<file path="src/rtl/ring_stack_pkg.sv">
package ring_stack_pkg;

  typedef enum logic [1:0] {
    STK_IDLE = 2'd0,
    STK_PUSH = 2'd1,
    STK_POP  = 2'd2,
    STK_REPL = 2'd3
  } stk_op_e;

  // Fixed priority: push, then pop, then replace.
  function automatic stk_op_e stk_decode(input logic push, input logic pop,
                                         input logic repl);
    if (push)      return STK_PUSH;
    else if (pop)  return STK_POP;
    else if (repl) return STK_REPL;
    else           return STK_IDLE;
  endfunction

endpackage

</file>
<file path="src/rtl/ring_stack_ptr.sv">
module ring_stack_ptr #(
  parameter int DEPTH = 16
) (
  input  logic             clk,
  input  logic             rst_n,
  input  logic             up_i,
  input  logic             down_i,
  output logic [DEPTH-1:0] ptr_o,
  output logic [DEPTH-1:0] ptr_up_o
);

  logic [DEPTH-1:0] ptr_q;
  logic [DEPTH-1:0] ptr_d;
  logic [DEPTH-1:0] rot_up;
  logic [DEPTH-1:0] rot_dn;
  logic             ptr_en;

  assign rot_up = {ptr_q[DEPTH-2:0], ptr_q[DEPTH-1]};
  assign rot_dn = {ptr_q[0], ptr_q[DEPTH-1:1]};
  assign ptr_en = up_i | down_i;

  always_comb begin
    ptr_d = ptr_q;
    if (up_i)        ptr_d = rot_up;
    else if (down_i) ptr_d = rot_dn;
  end

  always_ff @(posedge clk or negedge rst_n) begin
    if (!rst_n)      ptr_q <= {{(DEPTH-1){1'b0}}, 1'b1};
    else if (ptr_en) ptr_q <= ptr_d;
  end

  assign ptr_o    = ptr_q;
  assign ptr_up_o = rot_up;

endmodule

</file>
<file path="src/rtl/ring_stack_store.sv">
module ring_stack_store #(
  parameter int W     = 18,
  parameter int DEPTH = 16
) (
  input  logic             clk,
  input  logic             wr_en_i,
  input  logic [DEPTH-1:0] wr_sel_i,
  input  logic [W-1:0]     wr_data_i,
  input  logic [DEPTH-1:0] rd_sel_i,
  output logic [W-1:0]     rd_data_o
);

  logic [W-1:0] cell_q [DEPTH];
  logic [W-1:0] gated  [DEPTH];

  for (genvar g = 0; g < DEPTH; g++) begin : g_cell
    logic cell_en;
    assign cell_en = wr_en_i & wr_sel_i[g];

    always_ff @(posedge clk) begin
      if (cell_en) cell_q[g] <= wr_data_i;
    end

    assign gated[g] = cell_q[g] & {W{rd_sel_i[g]}};
  end

  // One-hot read select: OR of the gated cells.
  always_comb begin
    rd_data_o = '0;
    for (int i = 0; i < DEPTH; i++) rd_data_o = rd_data_o | gated[i];
  end

endmodule

</file>
<file path="src/rtl/ring_stack.sv">
module ring_stack #(
  parameter int W     = 18,
  parameter int DEPTH = 16
) (
  input  logic         clk,
  input  logic         rst_n,
  input  logic         push_i,
  input  logic         pop_i,
  input  logic         repl_i,
  input  logic [W-1:0] din_i,
  output logic [W-1:0] top_o,
  output logic [W-1:0] below_o
);
  import ring_stack_pkg::*;

  stk_op_e          op;
  logic [DEPTH-1:0] ptr_q;
  logic [DEPTH-1:0] ptr_up;
  logic [W-1:0]     top_q;
  logic [W-1:0]     top_d;
  logic             top_en;
  logic [W-1:0]     below;

  assign op = stk_decode(push_i, pop_i, repl_i);

  ring_stack_ptr #(.DEPTH(DEPTH)) u_ptr (
    .clk      (clk),
    .rst_n    (rst_n),
    .up_i     (op == STK_PUSH),
    .down_i   (op == STK_POP),
    .ptr_o    (ptr_q),
    .ptr_up_o (ptr_up)
  );

  // Push spills the old top into the entry the pointer moves to.
  ring_stack_store #(.W(W), .DEPTH(DEPTH)) u_store (
    .clk       (clk),
    .wr_en_i   (op == STK_PUSH),
    .wr_sel_i  (ptr_up),
    .wr_data_i (top_q),
    .rd_sel_i  (ptr_q),
    .rd_data_o (below)
  );

  always_comb begin
    top_en = 1'b1;
    top_d  = top_q;
    unique case (op)
      STK_PUSH: top_d = din_i;
      STK_REPL: top_d = din_i;
      STK_POP:  top_d = below;
      default:  top_en = 1'b0;
    endcase
  end

  always_ff @(posedge clk or negedge rst_n) begin
    if (!rst_n)      top_q <= '0;
    else if (top_en) top_q <= top_d;
  end

  assign top_o   = top_q;
  assign below_o = below;

endmodule

</file>
<file path="config.mk">
export PLATFORM = sky130hd
export DESIGN_NAME = ring_stack
export DESIGN_NICKNAME = d
export VERILOG_FILES = /design/src/rtl/ring_stack_pkg.sv /design/src/rtl/ring_stack_ptr.sv /design/src/rtl/ring_stack_store.sv /design/src/rtl/ring_stack.sv
export SDC_FILE = /design/constraint.sdc
export NUM_CORES = 1
export LEC_CHECK = 0
export BUFFER_PORTS_ARGS = -buffer_cell sky130_fd_sc_hd__buf_2
export CAP_MARGIN = 5
export CORE_ASPECT_RATIO = 1.4
export CORE_MARGIN = 1
export CORE_UTILIZATION = 40
export CTS_CLUSTER_SIZE = 20
export DETAILED_ROUTE_END_ITERATION = 6
export PLACE_DENSITY = 0.61
export SLEW_MARGIN = 15
export SYNTH_ARGS = -nofsm -noshare
export SYNTH_HDL_FRONTEND = slang
export SYNTH_SLANG_ARGS = --single-unit
export TNS_END_PERCENT = 30
</file>
<file path="constraint.sdc">
create_clock -name clk -period 2.1 [get_ports clk]
set_clock_uncertainty 0.05 [all_clocks]
set_input_delay 0.42 -clock clk [delete_from_list [all_inputs] [get_ports clk]]
set_output_delay 0.42 -clock clk [all_outputs]
set_load 0.005 [all_outputs]
</file>
==> impl_metrics.tcl, run 1 <==
set metrics [dict create \
    status "finished with violations" \
    violations "negative setup slack" \
    io_buffers 58 \
    r2r_setup_slack_ns 0.32 \
    end_kind "primary output" \
    setup_slack_ns -0.5038 \
    yosys_register_bits 322 \
    path_cells "buf_4 > a22oi_2 > nand2_2 > nor4_4 > inv_1 > buf_2" \
    ys_types 20 \
    cts_buffer_depth 3 \
    via_per_inst 5.495 \
    fillers 2429 \
    slew_viol_final 0 \
    synthCells 747 \
    design_area_um2 15280 \
    r2r-start "u_ptr.ptr_o[4]" \
    diodes 0 \
    drc 0 \
    cp_slowest_stage_delay_ns 0.53 \
    rsz0062_at_grt "yes" \
    worstPathArrival_ns 2.13 \
    maxCapViolations 0 \
    holdPathStages 4 \
    core_um2 29440 \
    fin_crit_sh_pct 124.0 \
    fin_tns_setup_ns -7.544 \
    cts.sinks 322 \
    hold_violations 0 \
    irDropWorstVdd_mv 0.7202 \
    worstHoldEndpoint "top_o[2]" \
    cts_buffers 30 \
    ys_top_cells_by_count "edfxtp_1, a22oi_1, nand2_1, a21oi_1, dfrtp_1" \
    dp_hpwl_um 22070 \
    cts_tree "built" \
    required_ns 1.63 \
    worstSkewPairLatency_ns 0.56 \
    yosysTopAreaCell "edfxtp_1" \
    dr.pass1.iters 5 \
    place.gp.congestion 0.8528 \
    htree_levels 1 \
    p_leak_nw 5.444 \
    die_h_um 207.6 \
    grt_pass1_vias 7306 \
    num_rows 74 \
    async_reset_ff_share_pct 10.56 \
    hold_class "input pin to flop" \
    ys.warnings.count 0 \
    grt_max_degree 33 \
    root_buffer "clkbuf_16" \
    tightest_slew_ns 0.6478 \
    grt_pass1_wl_um 46190 \
    area_delta_synth_final_pct 26.53 \
    cp_slowest_cell "dfstp_4" \
    synth_edf_count 288 \
    overflow 0 \
    period_needed_ns 2.604 \
    final_util_pct 51.90 \
    startpoint_type "flop" \
    max_clock_freq_ghz 0.3840 \
    netlist_area_um2 12080 \
    synthFlopType "edfxtp_1" \
    die-area_um2 30900 \
    grt_usage_pct 20.76 \
    drive_above_1_share_pct 32.94 \
    reg2reg_depth 8 \
    antenna_left 0 \
    instances_no_fill 1318 \
    syn_area_per_cell_um2 16.17 \
    worstPathMaxFanout 7 \
    synth.most_common_cell "edfxtp_1" \
    setup_viol 18 \
    synth_top_area_share_pct 71.61 \
    dpl_cell_area_um2 13670 \
    antenna_found_initial 2 \
    start_util_pct 41.02 \
    crit_type "flop to primary output" \
    worstReg2RegEnd "top_o[0]" \
    die_w_um 148.9 \
    slew_headroom_pct 56.81 \
    hp-start "din_i[2]" \
    synth-seq-area-share_pct 78.67 \
    path_clk_slew_ns 0.07 \
    synth.area.top_cells "edfxtp_1, a22oi_1, dfrtp_1, nand2_1, a21oi_1" \
    io-pin-count 59 \
    wirelength_um 31820 \
    p_per_area_nw_per_um2 1248 \
    synthesis.nets 773 \
    drt_iter0_drc 591 \
    vias 7242 \
    wl_per_cell_um 24.14 \
    dp_cells 1251 \
    nNetsFinal 940 \
    post-place-ws_ns -0.08077 \
]
==> worst max path at each step <==
stage | from | end | slack [ns] | cells past startpoint
after floorplan | repl_i | u_store.cell_q[0][36] | 0.09 | 5
after global placement | pop_i | top_o[6] | -0.09 | 8
after detailed placement | pop_i | top_o[6] | -0.08 | 8
after CTS | u_ptr.ptr_o[0] | below_o[16] | -0.50 | 6
after global routing | u_ptr.ptr_o[4] | below_o[9] | -0.57 | 7
final | u_ptr.ptr_o[0] | below_o[14] | -0.50 | 6
==> critical path: cells and delay by family (launching register included) <==
| family | cells | cell delay, ns |
|---|---|---|
| DFF | 1 | 0.53 |
| and+or+nand+nor | 2 | 0.51 |
| buffers and inverters | 3 | 0.36 |
| AOI/OAI and AO/OA | 1 | 0.17 |
==> layout make-up <==
| type | count | area [um^2] | share of cell area, % |
|---|---|---|---|
| sequential | 322 | 9508 | 62.22 |
| inverter | 22 | 82.58 | 0.5404 |
| timing repair buffer | 179 | 1468 | 9.605 |
| multi-input combinational | 359 | 2656 | 17.38 |
| clock inverter | 18 | 269.0 | 1.760 |
| tap | 380 | 475.5 | 3.111 |
| clock buffer | 38 | 822.0 | 5.380 |
==> registers in the layout, indices dropped and copies added (netlist names) <==
register        count
u_store.cell_q    288
top_o              18
u_ptr.ptr_o        16
==> stage by stage <==
stage	hold slack [ns]	power, mW
3_3_place_gp	0.2933	12.65
3_5_place_dp	0.2966	12.75
2_1_floorplan	0.07441	10.62
6_report	0.2193	19.07
4_1_cts	0.2049	18.95
5_1_grt	0.2302	19.76
==> kinds of logic (layout without fill, tap and decap cells) <==
group	Yosys count	in the layout	synth area share, %
buf+inv	66	257	2.507
compound gates	213	213	11.81
simple gates	143	143	6.703
fa+ha+maj	3	3	0.3108
flops	322	322	78.67
==> routing by layer <==
metal / up-vias / wire length (um) / GRT usage [%]
met5: - / 22 / 0
met4: 4 / 1216 / 8.198
met3: 66 / 1686 / 3.099
met2: 253 / 17050 / 37.62
met1: 3662 / 11840 / 24.38
li1: 3257 / - / -
==> power breakdown <==
| part | total [mW] | internal (mW) | switching (mW) | leakage (nW) |
|---|---|---|---|---|
| clock network | 5.90 | 3.62 | 2.28 | 0.528 |
| registers | 8.68 | 8.23 | 0.449 | 3.10 |
| logic | 4.50 | 1.69 | 2.81 | 1.82 |
| total | 19.1 | 13.5 | 5.53 | 5.44 |
==> cell usage in the layout (no fill, tap or decap), types with 16 or more instances in the layout <==
cell / n
dfrtp_1: 30
a22oi_2: 37
nand2_2: 20
buf_12: 19
nor4_4: 16
a21oi_1: 51
nor3b_1: 18
and2_1: 16
inv_1: 20
buf_2: 57
a22oi_1: 107
buf_4: 97
edfxtp_1: 288
nor2_1: 17
clkbuf_16: 31
nand2_1: 51
o21ai_1: 18
==> timing repair <==
action | in CTS | in global routing
endpoints found under the setup margin | 18 | 18
hold buffers | 1 | 0
pin swaps | 23 | 18
buffers inserted | 4 | 6
resized for setup | 51 | 37
hold endpoints to repair | 11 | 0
No activity file was read; power rests on OpenSTA's default activity.
==> run 2, diff against run 1 <==
- ABC_AREA: unset -> 1
==> run 2 against run 1 <==
- the flow still finishes with violations (negative setup slack)
- die area grew 6.8%
- total power is 5.1% higher
- utilization fell by 3.0 points
- non-clock buffer count shrank 36
- synthesized cell count increased by 55%
- highest routed layer is now met4
- clock power shrank 2%
- synthesized area rose by 6.8%
- critical endpoint is now below_o[0]
==> impl_metrics.tcl, run 2 <==
set metrics [dict create \
    status "finished with violations" \
    violations "negative setup slack" \
    worstReg2RegEnd "top_o[6]" \
    synthAdderAreaFrac_pct 0.2909 \
    die-area_um2 32990 \
    tightest_slew_ns 0.6537 \
    slew_viol_final 0 \
    synth_edf_count 288 \
    synth_compound_area_share_pct 1.280 \
    antenna_found_initial 0 \
    p_sw_mw 6.477 \
    grt_usage_pct 18.77 \
    antenna_left 0 \
    synthSimpleGateAreaFrac_pct 20.73 \
    die_w_um 153.8 \
    final_util_pct 48.89 \
    drc 0 \
    yosys_register_bits 322 \
    grt_max_degree 37 \
    instances_no_fill 1702 \
    pwr-share-seq_pct 42.8 \
    io_buffers 58 \
    p_leak_nw 6.346 \
    hold_violations 0 \
    cts.sinks 322 \
    whs_ns 0.1264 \
    async_reset_ff_share_pct 10.56 \
    p_per_area_nw_per_um2 1293 \
    crit_type "flop to primary output" \
    cp_slowest_stage_delay_ns 0.50 \
    diodes 0 \
    htree_levels 1 \
    ys_types 16 \
    r2r-start "u_ptr.ptr_o[3]" \
    worstPathArrival_ns 1.87 \
    r2r_setup_slack_ns 0.54 \
    synthMuxAreaShare_pct 0 \
    crit_end "below_o[0]" \
    overflow 0 \
    synth.most_common_cell "nand2_1" \
    combinationalPowerShare_pct 28.3 \
    final_cell_mix "nand2_1, edfxtp_1, nor2_1, buf_4, buf_2" \
    swShare_pct 32.32 \
    nNetsFinal 1312 \
    dr.pass1.iters 5 \
    synth.area.top_cells "edfxtp_1, nand2_1, dfrtp_1, nor2_1, inv_1" \
    worst_path_most_repeated_cell "nand2_1" \
    final_common_cell "nand2_1" \
    ys_top_cells_by_count "nand2_1, edfxtp_1, nor2_1, inv_1, dfrtp_1" \
    yosysTopAreaCell "edfxtp_1" \
    rsz0062_at_grt "yes" \
    area_delta_synth_final_pct 20.11 \
    cp_slowest_cell "dfrtp_4" \
    max_clock_freq_ghz 0.4276 \
    intPower_mw 13.56 \
    cts_buffer_depth 3 \
    synthFlopType "edfxtp_1" \
    worstPathMaxFanout 5 \
    drt_iter0_drc 567 \
    syn_area_per_cell_um2 11.15 \
    drive_above_1_share_pct 21.12 \
    place.gp.congestion 0.8108 \
    synthCells 1157 \
    grt_pass1_wl_um 46200 \
    netlist_area_um2 12900 \
    start_util_pct 40.71 \
    path_cells "buf_4 > nand2_1 > nand2_1 > nor2_1 > nand2_1 > nor2_4 > inv_1 > buf_2" \
    cp-startpoint "u_ptr.ptr_o[3]" \
    synth_top_area_share_pct 67.03 \
    via_per_inst 4.772 \
    die_h_um 214.5 \
    startpoint_type "flop" \
    ys.warnings.count 0 \
    irDropWorstVdd_mv 0.5670 \
    synth-seq-area-share_pct 73.63 \
    vias 8122 \
    fin_crit_sh_pct 111.4 \
    worstSkewPairLatency_ns 0.56 \
    post-place-ws_ns 0.1662 \
    synth-xor-area-share_pct 0 \
    wl_per_cell_um 18.13 \
    cts_tree "built" \
    period_needed_ns 2.339 \
    maxCapViolations 0 \
    reg2reg_depth 9 \
    synthesis.nets 1183 \
    end_kind "primary output" \
    core_um2 31700 \
    dp_cells 1636 \
    path_clk_slew_ns 0.06 \
    required_ns 1.63 \
    hold_class "input pin to flop" \
    p_clk_share_pct 28.9 \
    root_buffer "clkbuf_16" \
    wirelength_um 30850 \
    largest_register_ffs 288 \
    slew_headroom_pct 56.42 \
    setup_slack_ns -0.2387 \
    setup_viol 18 \
    io-pin-count 59 \
    cts_buffers 30 \
    grt_pass1_vias 8045 \
    num_rows 77 \
    top_register "u_store.cell_q" \
    dp_hpwl_um 20450 \
    synth_top_family_by_area "simple AND/OR/NAND/NOR gates" \
]
[run 2: cell count changes after synthesis, moves of 16 or more]
cell and change:
a21oi_1 -50, a22oi_1 -144, and2_1 -16, inv_1 +31, nand2_1 +499, nor2_1 +93
nor2_2 +18, nor3b_1 -18, nor4_2 -18, o21ai_0 +32, o21ai_1 -18
[run 2: worst min path at each step]
stage                    from   endpoint  slack (ns)  cells after the start
finish              din_i[14]  top_o[14]        0.13                      5
global route        din_i[10]  top_o[10]        0.14                      5
CTS                 din_i[14]  top_o[14]        0.10                      5
detailed placement      rst_n   top_o[1]        0.36                      2
global placement        rst_n  top_o[17]        0.37                      2
floorplan               rst_n   top_o[0]        0.07                      0
[run 2: logic make-up after synthesis]
family | count (synthesis)
buf+inv | 99
compound gates | 33
fa+ha+maj | 3
flops | 322
simple gates | 700
[run 2: layout make-up]
| class | count | area (um^2) |
|---|---|---|
| inverters | 53 | 198.9 |
| flip-flops and latches | 322 | 9520 |
| multi-input cells | 736 | 3070 |
| clock inverters | 19 | 266.5 |
| well taps | 395 | 494.2 |
| repair buffers | 143 | 1150 |
| clock buffers | 34 | 797.0 |
| fillers | 2784 | 16200 |
[run 2: critical path: cells and delay by family (launching register included)]
kind                   cells  cell delay (ns)
DFF                        1             0.50
buffers and inverters      3             0.35
and+or+nand+nor            5             0.47
[run 2: layer usage]
metal	wire, um	GRT usage [%]
met5	0	0
met4	1179	8.867
met3	1255	2.445
met2	15970	33.80
met1	12450	22.01
[run 2: power groups by stage]
| stage | Combinational (mW) | Sequential [mW] | Clock (mW) |
|---|---|---|---|
| floorplan | 3.01 | 8.54 | 0 |
| global placement | 4.98 | 8.74 | 0 |
| finish | 5.67 | 8.57 | 5.80 |
| CTS | 5.40 | 8.64 | 5.92 |
| global route | 6.29 | 8.66 | 6.12 |
| detailed placement | 5.04 | 8.76 | 0 |
[run 2: timing repair]
item / in CTS / in global routing
setup endpoints to repair: 21 / 20
gates resized for setup: 51 / 32
buffers inserted: 4 / 8
pin swaps: 11 / 19
hold endpoints to repair: 33 / 0
hold buffers: 1 / 0
[run 2: through the flow]
| step | total power, mW | TNS [ns] | cell area (um^2) |
|---|---|---|---|
| floorplan | 11.56 | 0 | 12900 |
| global placement | 13.72 | 0 | 14080 |
| detailed placement | 13.80 | 0 | 14080 |
| CTS | 19.96 | -4.104 | 15320 |
| global route | 21.07 | -5.714 | 15500 |
| finish | 20.04 | -3.713 | 15500 |
==> run 3, diff against run 2 <==
- CAP_MARGIN: 5 -> 40
- CORE_MARGIN: 1 -> 8
- PLACE_DENSITY: 0.61 -> unset
- PLACE_DENSITY_LB_ADDON: unset -> 0.1
==> run 3 against run 2 <==
- the flow still finishes with violations (negative setup slack)
- final area grew 1.2%
- first-iteration DRC count shrank 14%
- setup slack lost 0.033 ns
- routed wire length grew 12%
- register-to-register slack lost 0.08 ns
==> impl_metrics.tcl, run 3 (same netlist as run 2, synthesis figures left out) <==
set metrics [dict create \
    status "finished with violations" \
    violations "negative setup slack" \
    antenna_found_initial 0 \
    grt_pass1_vias 8319 \
    r2r_setup_slack_ns 0.46 \
    period_needed_ns 2.372 \
    fin_tns_setup_ns -4.387 \
    dpl_cell_area_um2 14150 \
    slew_viol_final 0 \
    setup_slack_ns -0.2715 \
    final_common_cell "nand2_1" \
    worstHoldEndpoint "top_o[4]" \
    r2r-start "u_ptr.ptr_o[0]" \
    via_per_inst 4.721 \
    area_delta_synth_final_pct 21.55 \
    irDropWorstVdd_mv 0.7718 \
    overflow 0 \
    largest_register_ffs 288 \
    dr.pass1.iters 5 \
    start_util_pct 40.18 \
    rsz0062_at_grt "yes" \
    design_area_um2 15680 \
    dp_cells 1650 \
    worstSkewPairLatency_ns 0.56 \
    vias 8097 \
    core_um2 32110 \
    cts_tree "built" \
    cts_buffer_depth 3 \
    slew_headroom_pct 68.26 \
    holdPathStages 5 \
    grt_pass1_wl_um 50370 \
    wirelength_um 34630 \
    worstReg2RegEnd "top_o[7]" \
    p_leak_nw 6.420 \
    cts_buffers 31 \
    tightest_slew_ns 0.4761 \
    startpoint_type "flop" \
    grt_usage_pct 17.84 \
    antenna_left 0 \
    drive_above_1_share_pct 22.74 \
    htree_levels 1 \
    wl_per_cell_um 20.19 \
    io_buffers 58 \
    hold_class "input pin to flop" \
    reg2reg_depth 9 \
    io-pin-count 59 \
    die_w_um 167.8 \
    end_kind "primary output" \
    top_register "u_store.cell_q" \
    cts.sinks 322 \
    path_clk_slew_ns 0.07 \
    fillers 2906 \
    dp_hpwl_um 23570 \
    drt_iter0_drc 490 \
    max_clock_freq_ghz 0.4217 \
    grt_max_degree 35 \
    instances_no_fill 1715 \
    die_h_um 228.5 \
    p_per_area_nw_per_um2 1315 \
    cp-startpoint "u_ptr.ptr_o[15]" \
    nNetsFinal 1319 \
    crit_type "flop to primary output" \
    die-area_um2 38340 \
    root_buffer "clkbuf_16" \
    hold_violations 0 \
    drc 0 \
    final_cell_mix "nand2_1, edfxtp_1, nor2_1, buf_4, buf_2" \
    hp-start "din_i[4]" \
    place.gp.congestion 0.8047 \
    worstPathArrival_ns 1.90 \
    fin_crit_sh_pct 112.9 \
    required_ns 1.63 \
    worstPathMaxFanout 8 \
    setup_viol 18 \
    num_rows 78 \
    diodes 0 \
    maxCapViolations 0 \
]
-- run 3: cell count changes in the layout (fill, tap and decap cells not counted), moves of 3 or more --
| cell | before | now |
|---|---|---|
| dfrtp_2 | 7 | 3 |
| nand2_2 | 25 | 43 |
| dfrtp_1 | 24 | 29 |
| clkbuf_8 | 1 | 4 |
| buf_8 | 0 | 3 |
| nand2_1 | 547 | 527 |
| buf_4 | 63 | 66 |
| nor2_4 | 11 | 19 |
| clkinv_4 | 4 | 0 |
| nor2_2 | 38 | 32 |
-- run 3: layout make-up --
class	instances	area [um^2]	share of cell area [%]
inverter	53	198.9	1.269
timing repair buffer	149	1214	7.739
clock buffer	39	845.8	5.393
tap	400	500.5	3.191
clock inverter	16	236.5	1.508
multi-input combinational	736	3176	20.25
sequential	322	9512	60.65
-- run 3: what timing repair did --
item                                    in CTS  in global routing
hold buffers                                 1                  0
pin swaps                                    5                 40
buffers inserted                             0                  8
gates resized for setup                     28                 88
endpoints found under the hold margin       33                  0
endpoints found under the setup margin      19                 18
gates cloned                                 0                  1
-- run 3: per-layer routing --
| layer | track usage [%] | share of wire [%] | vias up |
|---|---|---|---|
| met5 | 0 | 0 | - |
| met4 | 6.713 | 3.2 | 0 |
| met3 | 2.385 | 3.4 | 52 |
| met2 | 34.09 | 55 | 151 |
| met1 | 19.52 | 39 | 3887 |
| li1 | - | - | 4007 |
-- run 3: where the power goes --
| group | leakage (nW) | total, mW | switching, mW | internal, mW |
|---|---|---|---|---|
| Clock | 0.526 | 5.90 | 2.33 | 3.57 |
| Sequential | 3.04 | 8.45 | 0.347 | 8.11 |
| Combinational | 2.85 | 6.26 | 4.12 | 2.14 |
-- run 3: worst max path at each step --
stage | depth (start not counted) | slack, ns | to
after floorplan | 7 | 0.22 | u_store.cell_q[0][108]
after global placement | 9 | 0.13 | u_store.cell_q[1][76]
after detailed placement | 7 | 0.15 | below_o[12]
after CTS | 7 | -0.33 | below_o[12]
after global routing | 8 | -0.35 | below_o[4]
final | 8 | -0.27 | below_o[0]
-- run 3: through the flow --
step / total power, mW / hold slack [ns] / setup WS [ns] / utilization (%)
6_report: 20.62 / 0.1162 / -0.2715 / 48.84
5_1_grt: 21.69 / 0.1359 / -0.3529 / 48.84
4_1_cts: 20.15 / 0.08769 / -0.3270 / 47.68
3_5_place_dp: 14.11 / 0.3648 / 0.1481 / 44.06
3_3_place_gp: 14.10 / 0.3719 / 0.1279 / 44.01
2_1_floorplan: 11.56 / 0.07441 / 0.2193 / -
-- run 3: worst max-delay path, cell delays in order (launching register included) --
cell and delay (ns):
dfrtp_4 0.56, buf_8 0.17, nand2_1 0.05, nand2_1 0.07, nor2_2 0.12, nand2_2 0.09, nor2_4 0.12, inv_1 0.04
buf_2 0.12
